### src/rtl/sqrt_rdx2_pkg.sv
package sqrt_rdx2_pkg;
  typedef enum logic [1:0] {
    DIG_ZERO = 2'b00,
    DIG_POS  = 2'b01,
    DIG_NEG  = 2'b10
  } digit_t;

  typedef enum logic [1:0] {
    ST_IDLE = 2'b00,
    ST_RUN  = 2'b01,
    ST_FIX  = 2'b10
  } state_t;
endpackage

### src/rtl/sqrt_digit_sel.sv
// Coarse digit choice from the truncated top bits of 2*(sum + carry).
module sqrt_digit_sel
  import sqrt_rdx2_pkg::*;
#(
  parameter int REM_W    = 12,
  parameter int EST_INT  = 4,
  parameter int EST_FRAC = 2
) (
  input  logic [REM_W-1:0] sum_i,
  input  logic [REM_W-1:0] carry_i,
  output digit_t           dig_o
);
  localparam int EST_W = EST_INT + EST_FRAC;
  localparam logic signed [EST_W-1:0] HALF     = EST_W'(1 << (EST_FRAC - 1));
  localparam logic signed [EST_W-1:0] NEG_HALF = -HALF;

  logic signed [EST_W-1:0] est;

  // bits [REM_W-2 -: EST_W] of each vector are the top bits of the doubled value
  always_comb begin
    est = $signed(sum_i[REM_W-2 -: EST_W]) + $signed(carry_i[REM_W-2 -: EST_W]);
    if (est >= HALF)          dig_o = DIG_POS;
    else if (est < NEG_HALF)  dig_o = DIG_NEG;
    else                      dig_o = DIG_ZERO;
  end
endmodule

### src/rtl/sqrt_root_regs.sv
// On-the-fly root registers (Q and Q-ulp) and carry-free subtrahend forming.
module sqrt_root_regs
  import sqrt_rdx2_pkg::*;
#(
  parameter int ROOT_W = 8,
  parameter int REM_W  = 12
) (
  input  logic              clk,
  input  logic              rst,
  input  logic              load_i,
  input  logic              step_en_i,
  input  digit_t            dig_i,
  input  logic [ROOT_W-1:0] mask_i,
  output logic [ROOT_W:0]   q_o,
  output logic [ROOT_W:0]   qm_o,
  output logic [REM_W-1:0]  addend_o,
  output logic              cin_o
);
  localparam int QW = ROOT_W + 1;

  logic [QW-1:0]    q_r, qm_r;
  logic [QW-1:0]    mask_q;
  logic [REM_W-1:0] mask_r, pos_term, neg_term;

  assign mask_q = QW'(mask_i);
  assign mask_r = REM_W'(mask_i);

  // +1: subtract 2Q + u ; -1: add 2(Q-ulp) + 3u  (bit patterns appended, no carries)
  always_comb begin
    pos_term = REM_W'({q_r, 1'b0}) | mask_r;
    neg_term = REM_W'({qm_r, 1'b0}) | mask_r | (mask_r << 1);
    case (dig_i)
      DIG_POS: begin addend_o = ~pos_term; cin_o = 1'b1; end
      DIG_NEG: begin addend_o = neg_term;  cin_o = 1'b0; end
      default: begin addend_o = '0;        cin_o = 1'b0; end
    endcase
  end

  always_ff @(posedge clk) begin
    if (rst || load_i) begin
      q_r  <= '0;
      qm_r <= '0;
    end else if (step_en_i) begin
      case (dig_i)
        DIG_POS: begin q_r <= q_r | mask_q;  qm_r <= q_r;           end
        DIG_NEG: begin q_r <= qm_r | mask_q; qm_r <= qm_r;          end
        default: begin q_r <= q_r;           qm_r <= qm_r | mask_q; end
      endcase
    end
  end

  assign q_o  = q_r;
  assign qm_o = qm_r;


  q_gap_chk: assert property (@(posedge clk) disable iff (rst)
    step_en_i |=> (q_r - qm_r) == $past(mask_q));
endmodule

### src/rtl/sqrt_rem_csa.sv
// Partial remainder held as sum and carry vectors; one 3:2 compression per step.
module sqrt_rem_csa #(
  parameter int ROOT_W = 8,
  parameter int REM_W  = 12
) (
  input  logic              clk,
  input  logic              rst,
  input  logic              load_i,
  input  logic [ROOT_W-1:0] rad_i,
  input  logic              step_en_i,
  input  logic [REM_W-1:0]  addend_i,
  input  logic              cin_i,
  output logic [REM_W-1:0]  sum_o,
  output logic [REM_W-1:0]  carry_o
);
  logic [REM_W-1:0] s_r, c_r, dbl_s, dbl_c, nxt_s, maj;

  always_comb begin
    dbl_s = s_r << 1;
    dbl_c = c_r << 1;
    nxt_s = dbl_s ^ dbl_c ^ addend_i;
    maj   = (dbl_s & dbl_c) | (dbl_s & addend_i) | (dbl_c & addend_i);
  end

  always_ff @(posedge clk) begin
    if (rst) begin
      s_r <= '0;
      c_r <= '0;
    end else if (load_i) begin
      s_r <= REM_W'(rad_i);
      c_r <= '0;
    end else if (step_en_i) begin
      s_r <= nxt_s;
      c_r <= {maj[REM_W-2:0], cin_i};
    end
  end

  assign sum_o   = s_r;
  assign carry_o = c_r;


  csa_value_chk: assert property (@(posedge clk) disable iff (rst)
    step_en_i |=> (s_r + c_r) ==
      REM_W'(($past(s_r) + $past(c_r)) * 2 + $past(addend_i) + REM_W'($past(cin_i))));
endmodule

### src/rtl/sqrt_rdx2_unit.sv
module sqrt_rdx2_unit
  import sqrt_rdx2_pkg::*;
#(
  parameter int ROOT_W   = 8,
  parameter int EST_INT  = 4,
  parameter int EST_FRAC = 2
) (
  input  logic              clk,
  input  logic              rst,
  input  logic              start,
  input  logic [ROOT_W-1:0] radicand,
  output logic              busy,
  output logic              done,
  output logic [ROOT_W-1:0] root,
  output logic [ROOT_W+1:0] remainder
);
  localparam int REM_W = EST_INT + ROOT_W;
  localparam int QW    = ROOT_W + 1;

  state_t            state;
  logic [ROOT_W-1:0] mask;
  logic              load, step_en, cin;
  digit_t            dig;
  logic [QW-1:0]     q, qm, fin_root;
  logic [REM_W-1:0]  sum_v, carry_v, addend, rsum, fin_rem;

  assign load    = (state == ST_IDLE) && start;
  assign step_en = (state == ST_RUN);

  sqrt_digit_sel #(.REM_W(REM_W), .EST_INT(EST_INT), .EST_FRAC(EST_FRAC)) u_sel (
    .sum_i(sum_v), .carry_i(carry_v), .dig_o(dig)
  );

  sqrt_root_regs #(.ROOT_W(ROOT_W), .REM_W(REM_W)) u_root (
    .clk(clk), .rst(rst), .load_i(load), .step_en_i(step_en), .dig_i(dig),
    .mask_i(mask), .q_o(q), .qm_o(qm), .addend_o(addend), .cin_o(cin)
  );

  sqrt_rem_csa #(.ROOT_W(ROOT_W), .REM_W(REM_W)) u_rem (
    .clk(clk), .rst(rst), .load_i(load), .rad_i(radicand), .step_en_i(step_en),
    .addend_i(addend), .cin_i(cin), .sum_o(sum_v), .carry_o(carry_v)
  );

  // final assimilation and one-step correction
  always_comb begin
    rsum = sum_v + carry_v;
    if (rsum[REM_W-1]) begin
      fin_root = qm;
      fin_rem  = rsum + REM_W'({q, 1'b0}) - REM_W'(1);
    end else begin
      fin_root = q;
      fin_rem  = rsum;
    end
  end

  always_ff @(posedge clk) begin
    if (rst) begin
      state     <= ST_IDLE;
      mask      <= '0;
      busy      <= 1'b0;
      done      <= 1'b0;
      root      <= '0;
      remainder <= '0;
    end else begin
      done <= 1'b0;
      case (state)
        ST_IDLE: if (start) begin
          state <= ST_RUN;
          busy  <= 1'b1;
          mask  <= ROOT_W'(1) << (ROOT_W - 1);
        end
        ST_RUN: begin
          mask <= mask >> 1;
          if (mask[0]) state <= ST_FIX;
        end
        ST_FIX: begin
          root      <= fin_root[ROOT_W-1:0];
          remainder <= fin_rem[ROOT_W+1:0];
          done      <= 1'b1;
          busy      <= 1'b0;
          state     <= ST_IDLE;
        end
        default: state <= ST_IDLE;
      endcase
    end
  end


  done_pulse_chk: assert property (@(posedge clk) disable iff (rst) done |=> !done);

  busy_done_excl_chk: assert property (@(posedge clk) disable iff (rst) !(busy && done));

  start_ignored_chk: assert property (@(posedge clk) disable iff (rst)
    (busy && start && state == ST_RUN) |=> busy);

  rem_sign_chk: assert property (@(posedge clk) disable iff (rst)
    (state == ST_FIX) |-> (fin_rem >> (ROOT_W + 2)) == '0);

  root_norm_chk: assert property (@(posedge clk) disable iff (rst)
    (state == ST_FIX) |-> (fin_root[ROOT_W] == 1'b0 && fin_root[ROOT_W-1] == 1'b1));

  out_hold_chk: assert property (@(posedge clk) disable iff (rst)
    (busy && state != ST_FIX) |=> ($stable(root) && $stable(remainder)));
endmodule

### config.mk
export PLATFORM = sky130hd
export DESIGN_NAME = sqrt_rdx2_unit
export DESIGN_NICKNAME = d
export VERILOG_FILES = /design/src/rtl/sqrt_rdx2_pkg.sv /design/src/rtl/sqrt_digit_sel.sv /design/src/rtl/sqrt_root_regs.sv /design/src/rtl/sqrt_rem_csa.sv /design/src/rtl/sqrt_rdx2_unit.sv
export SDC_FILE = /design/constraint.sdc
export NUM_CORES = 1
export LEC_CHECK = 0
export ABC_AREA = 1
export BUFFER_PORTS_ARGS = -buffer_cell sky130_fd_sc_hd__buf_2
export CAP_MARGIN = 30
export CORE_MARGIN = 2
export CORE_UTILIZATION = 30
export CTS_CLUSTER_SIZE = 24
export DETAILED_ROUTE_END_ITERATION = 12
export PLACE_DENSITY = 0.43
export SLEW_MARGIN = 20
export SYNTH_ARGS = -nofsm -noshare
export SYNTH_HDL_FRONTEND = slang
export SYNTH_HIERARCHICAL = 1
export SYNTH_SLANG_ARGS = --single-unit
### constraint.sdc
create_clock -name clk -period 4.3 [get_ports clk]
set_clock_uncertainty 0.2 [all_clocks]
set_input_delay 0.86 -clock clk [delete_from_list [all_inputs] [get_ports clk]]
set_output_delay 0.86 -clock clk [all_outputs]
set_load 0.005 [all_outputs]
==> results.md <==
- Outcome: completed
- Mapped Cells: 812
- Max Cap Violations: 0
- R2r worst-path depth: 16
- Sequential area share after synthesis: 0.265
- Clk_lat worst skew: 0.34 ns
- ANT nets after route: 0
- Core Area: 17400 um2
- Synth Cell Area: 5370 um2
- Lkg Pwr: 2.90 nW
- # IOs: 31
- Dpl hpwl: 11400 um
- Hold Vio Cnt, Final: 0
- Maximum VDD drop: 0.000188 V
- # DRC: 0
- Yosys top cell by area: dfxtp_1
- Final TNS setup: 0 ns
- Post-synth cell types: 35
- Commonest cells in the netlist: nand2_1 (215), inv_1 (133), nor2_1 (85)
- Ys async rst share: 0
- Fmax: 0.270 GHz
- Pwr dens: 351 nW/um2
- Final Critical Period: 3.70 ns
- Hold Path Class: reg2reg
- Syn Nets: 872
- Maximum number of pins on one net before global-route repair: 25
- Crit end category: flop
- Avg Inst Size Synth: 6.61 um2
- Clk pin slew, worst setup/hold paths: 0.06 ns
- H-tree levels: 3
- Max-slew violations: 0
- Grt ovf: 0
- Nets@finish: 895
- Critical Path RT: 4.33 ns
- Antenna diodes: 0
- Seq cells post-synth: 71
- Crit path arrival time: 3.73 ns
- Worst-case clock buffer depth: 2
- Clock Sinks: 71
- IO buf count: 30
- Top-count cell post-synth: nand2_1
- Iter 0 DRT Violations: 332
- Crit path max fanout: 17
- EDFF count, synth: 0
- Die Span Y: 138 um
- Die area: 19000 um2
- Final setup fails: 0
- Die width: 138 um
- Yosys warns: 6
- Initial antenna violation count: 0
- Vias/cell: 4.54
- Max_slew headroom: 0.556
- CTS root buf: clkbuf_16
- Post_cts resized: 0
- Initial Util: 0.308
- Largest cells by area after synthesis: dfxtp_1 (26%), nand2_1 (15%), inv_1 (9.3%), ha_1 (8.6%), nand3_1 (6.3%)
- Drt pass-1 iters: 6
- Cts hold-fix bufs: 0
- Hold depth: 2
- RSZ-0062 raised after global routing: false
- Layout area overhead: 11.3%
- Avg WL per Cell: 13.8 um
- Startpoint Class: flop
- WL final: 14700 um
- Number of global-route vias before repair: 4624
- Hold_ws: 0.271 ns
- Via count: 4840
- Filler instances: 1960
- CTS buffer count: 9
- CTS tree: built
- Worst setup path class: reg2reg
- Row cnt: 48
- Measured slew at the worst slew-check pin: 0.665 ns
- Global-route wire length before repair: 24600 um
- Postcts setup bufs: 0
- Top_reg_cell synth: dfxtp_1
- Gpl congestion: 0.828
- Share of cells above drive strength 1: 0.146
- Synth top area share: 0.265
- Tot GR Track Use: 0.170
- Final Cycle Share: 0.860
[cells in the final DEF (no fill, tap or decap), types with 3 or more instances in the layout]
cell type	n
xnor2_1	3
fa_1	12
inv_1	133
nand3_2	13
buf_4	8
nand2_2	18
nor2_4	3
nand4_1	6
nand2_1	215
nor2_2	4
a21oi_1	57
o21ai_0	9
nor2_1	82
nor3_1	8
buf_2	30
xor2_1	8
o21ai_2	8
or2_2	3
dfxtp_1	71
ha_1	37
a21oi_2	11
inv_2	6
clkbuf_16	9
nand3_1	68
[kinds of logic after synthesis]
family          after synthesis  share of synthesized area
xor+xnor                     11                     0.0180
buf+inv                     167                      0.135
other cells                   1                   0.000699
fa+ha+maj                    49                      0.131
flops                        71                      0.265
simple gates                424                      0.352
compound gates               89                     0.0991
[power by group]
group | leakage, nW | total (mW) | internal [mW] | switching, mW
Clock | 0.136 | 0.750 | 0.450 | 0.300
Sequential | 0.576 | 0.715 | 0.682 | 0.0326
Combinational | 2.19 | 0.633 | 0.224 | 0.409
Total | 2.90 | 2.10 | 1.36 | 0.742
[state kept, by name, indices dropped and copies added, names as in the netlist]
register       flops
root               8
done               1
u_root/qm_o        9
mask               8
state              2
busy               1
u_rem/sum_o       12
u_rem/carry_o     11
remainder         10
u_root/q_o         9
[worst paths after layout]
check / to / slack [ns] / startpoint
max: u_rem/sum_o[3] / 0.60 / u_rem/sum_o[5]
min: root[4] / 0.27 / root[4]
max reg2reg: u_rem/sum_o[3] / 0.60 / u_rem/sum_o[5]
min reg2reg: root[4] / 0.27 / root[4]
[per-layer routing]
layer | track usage | part of all wire | vias up
met5 | 0 | 0 | -
met4 | 0.0567 | 0.015 | 0
met3 | 0.0224 | 0.039 | 17
met2 | 0.265 | 0.44 | 83
met1 | 0.242 | 0.51 | 2172
li1 | - | - | 2568
[critical path: stages (launching register included)]
cell and delay, ns:
dfxtp_1 0.43, ha_1 0.24, inv_1 0.06, fa_1 0.41, inv_1 0.10, nand3_1 0.11
nand2_1 0.11, nand2_1 0.05, nand2_1 0.05, nor2_1 0.04, nor2_1 0.17, ha_1 0.56
nand3_1 0.14, a21oi_1 0.24, fa_1 0.43, nor3_1 0.17, nor2_1 0.06
[final cells by class]
type / instances / area, um2 / share of cell area
clock buffers: 11 / 233 / 0.0390
clock inverters: 5 / 58.8 / 0.00985
inverters: 140 / 526 / 0.0880
multi-input cells: 574 / 3230 / 0.541
flip-flops and latches: 71 / 1420 / 0.238
well taps: 225 / 282 / 0.0472
repair buffers: 39 / 221 / 0.0371
[stage by stage]
| stage | area [um2] | total power [mW] | std cells | setup slack (ns) | utilization |
|---|---|---|---|---|---|
| 3_3_place_gp | 5670 | 1.37 | 1048 | 0.648 | 0.325 |
| 5_1_grt | 5970 | 2.26 | 1065 | 0.0648 | 0.343 |
| 2_1_floorplan | 5370 | 1.23 | 812 | 0.929 | - |
| 6_report | 5970 | 2.10 | 1065 | 0.603 | 0.343 |
| 4_1_cts | 5960 | 2.12 | 1064 | 0.559 | 0.342 |
| 3_5_place_dp | 5670 | 1.36 | 1048 | 0.566 | 0.325 |
No activity file was read; power rests on OpenSTA's default activity.
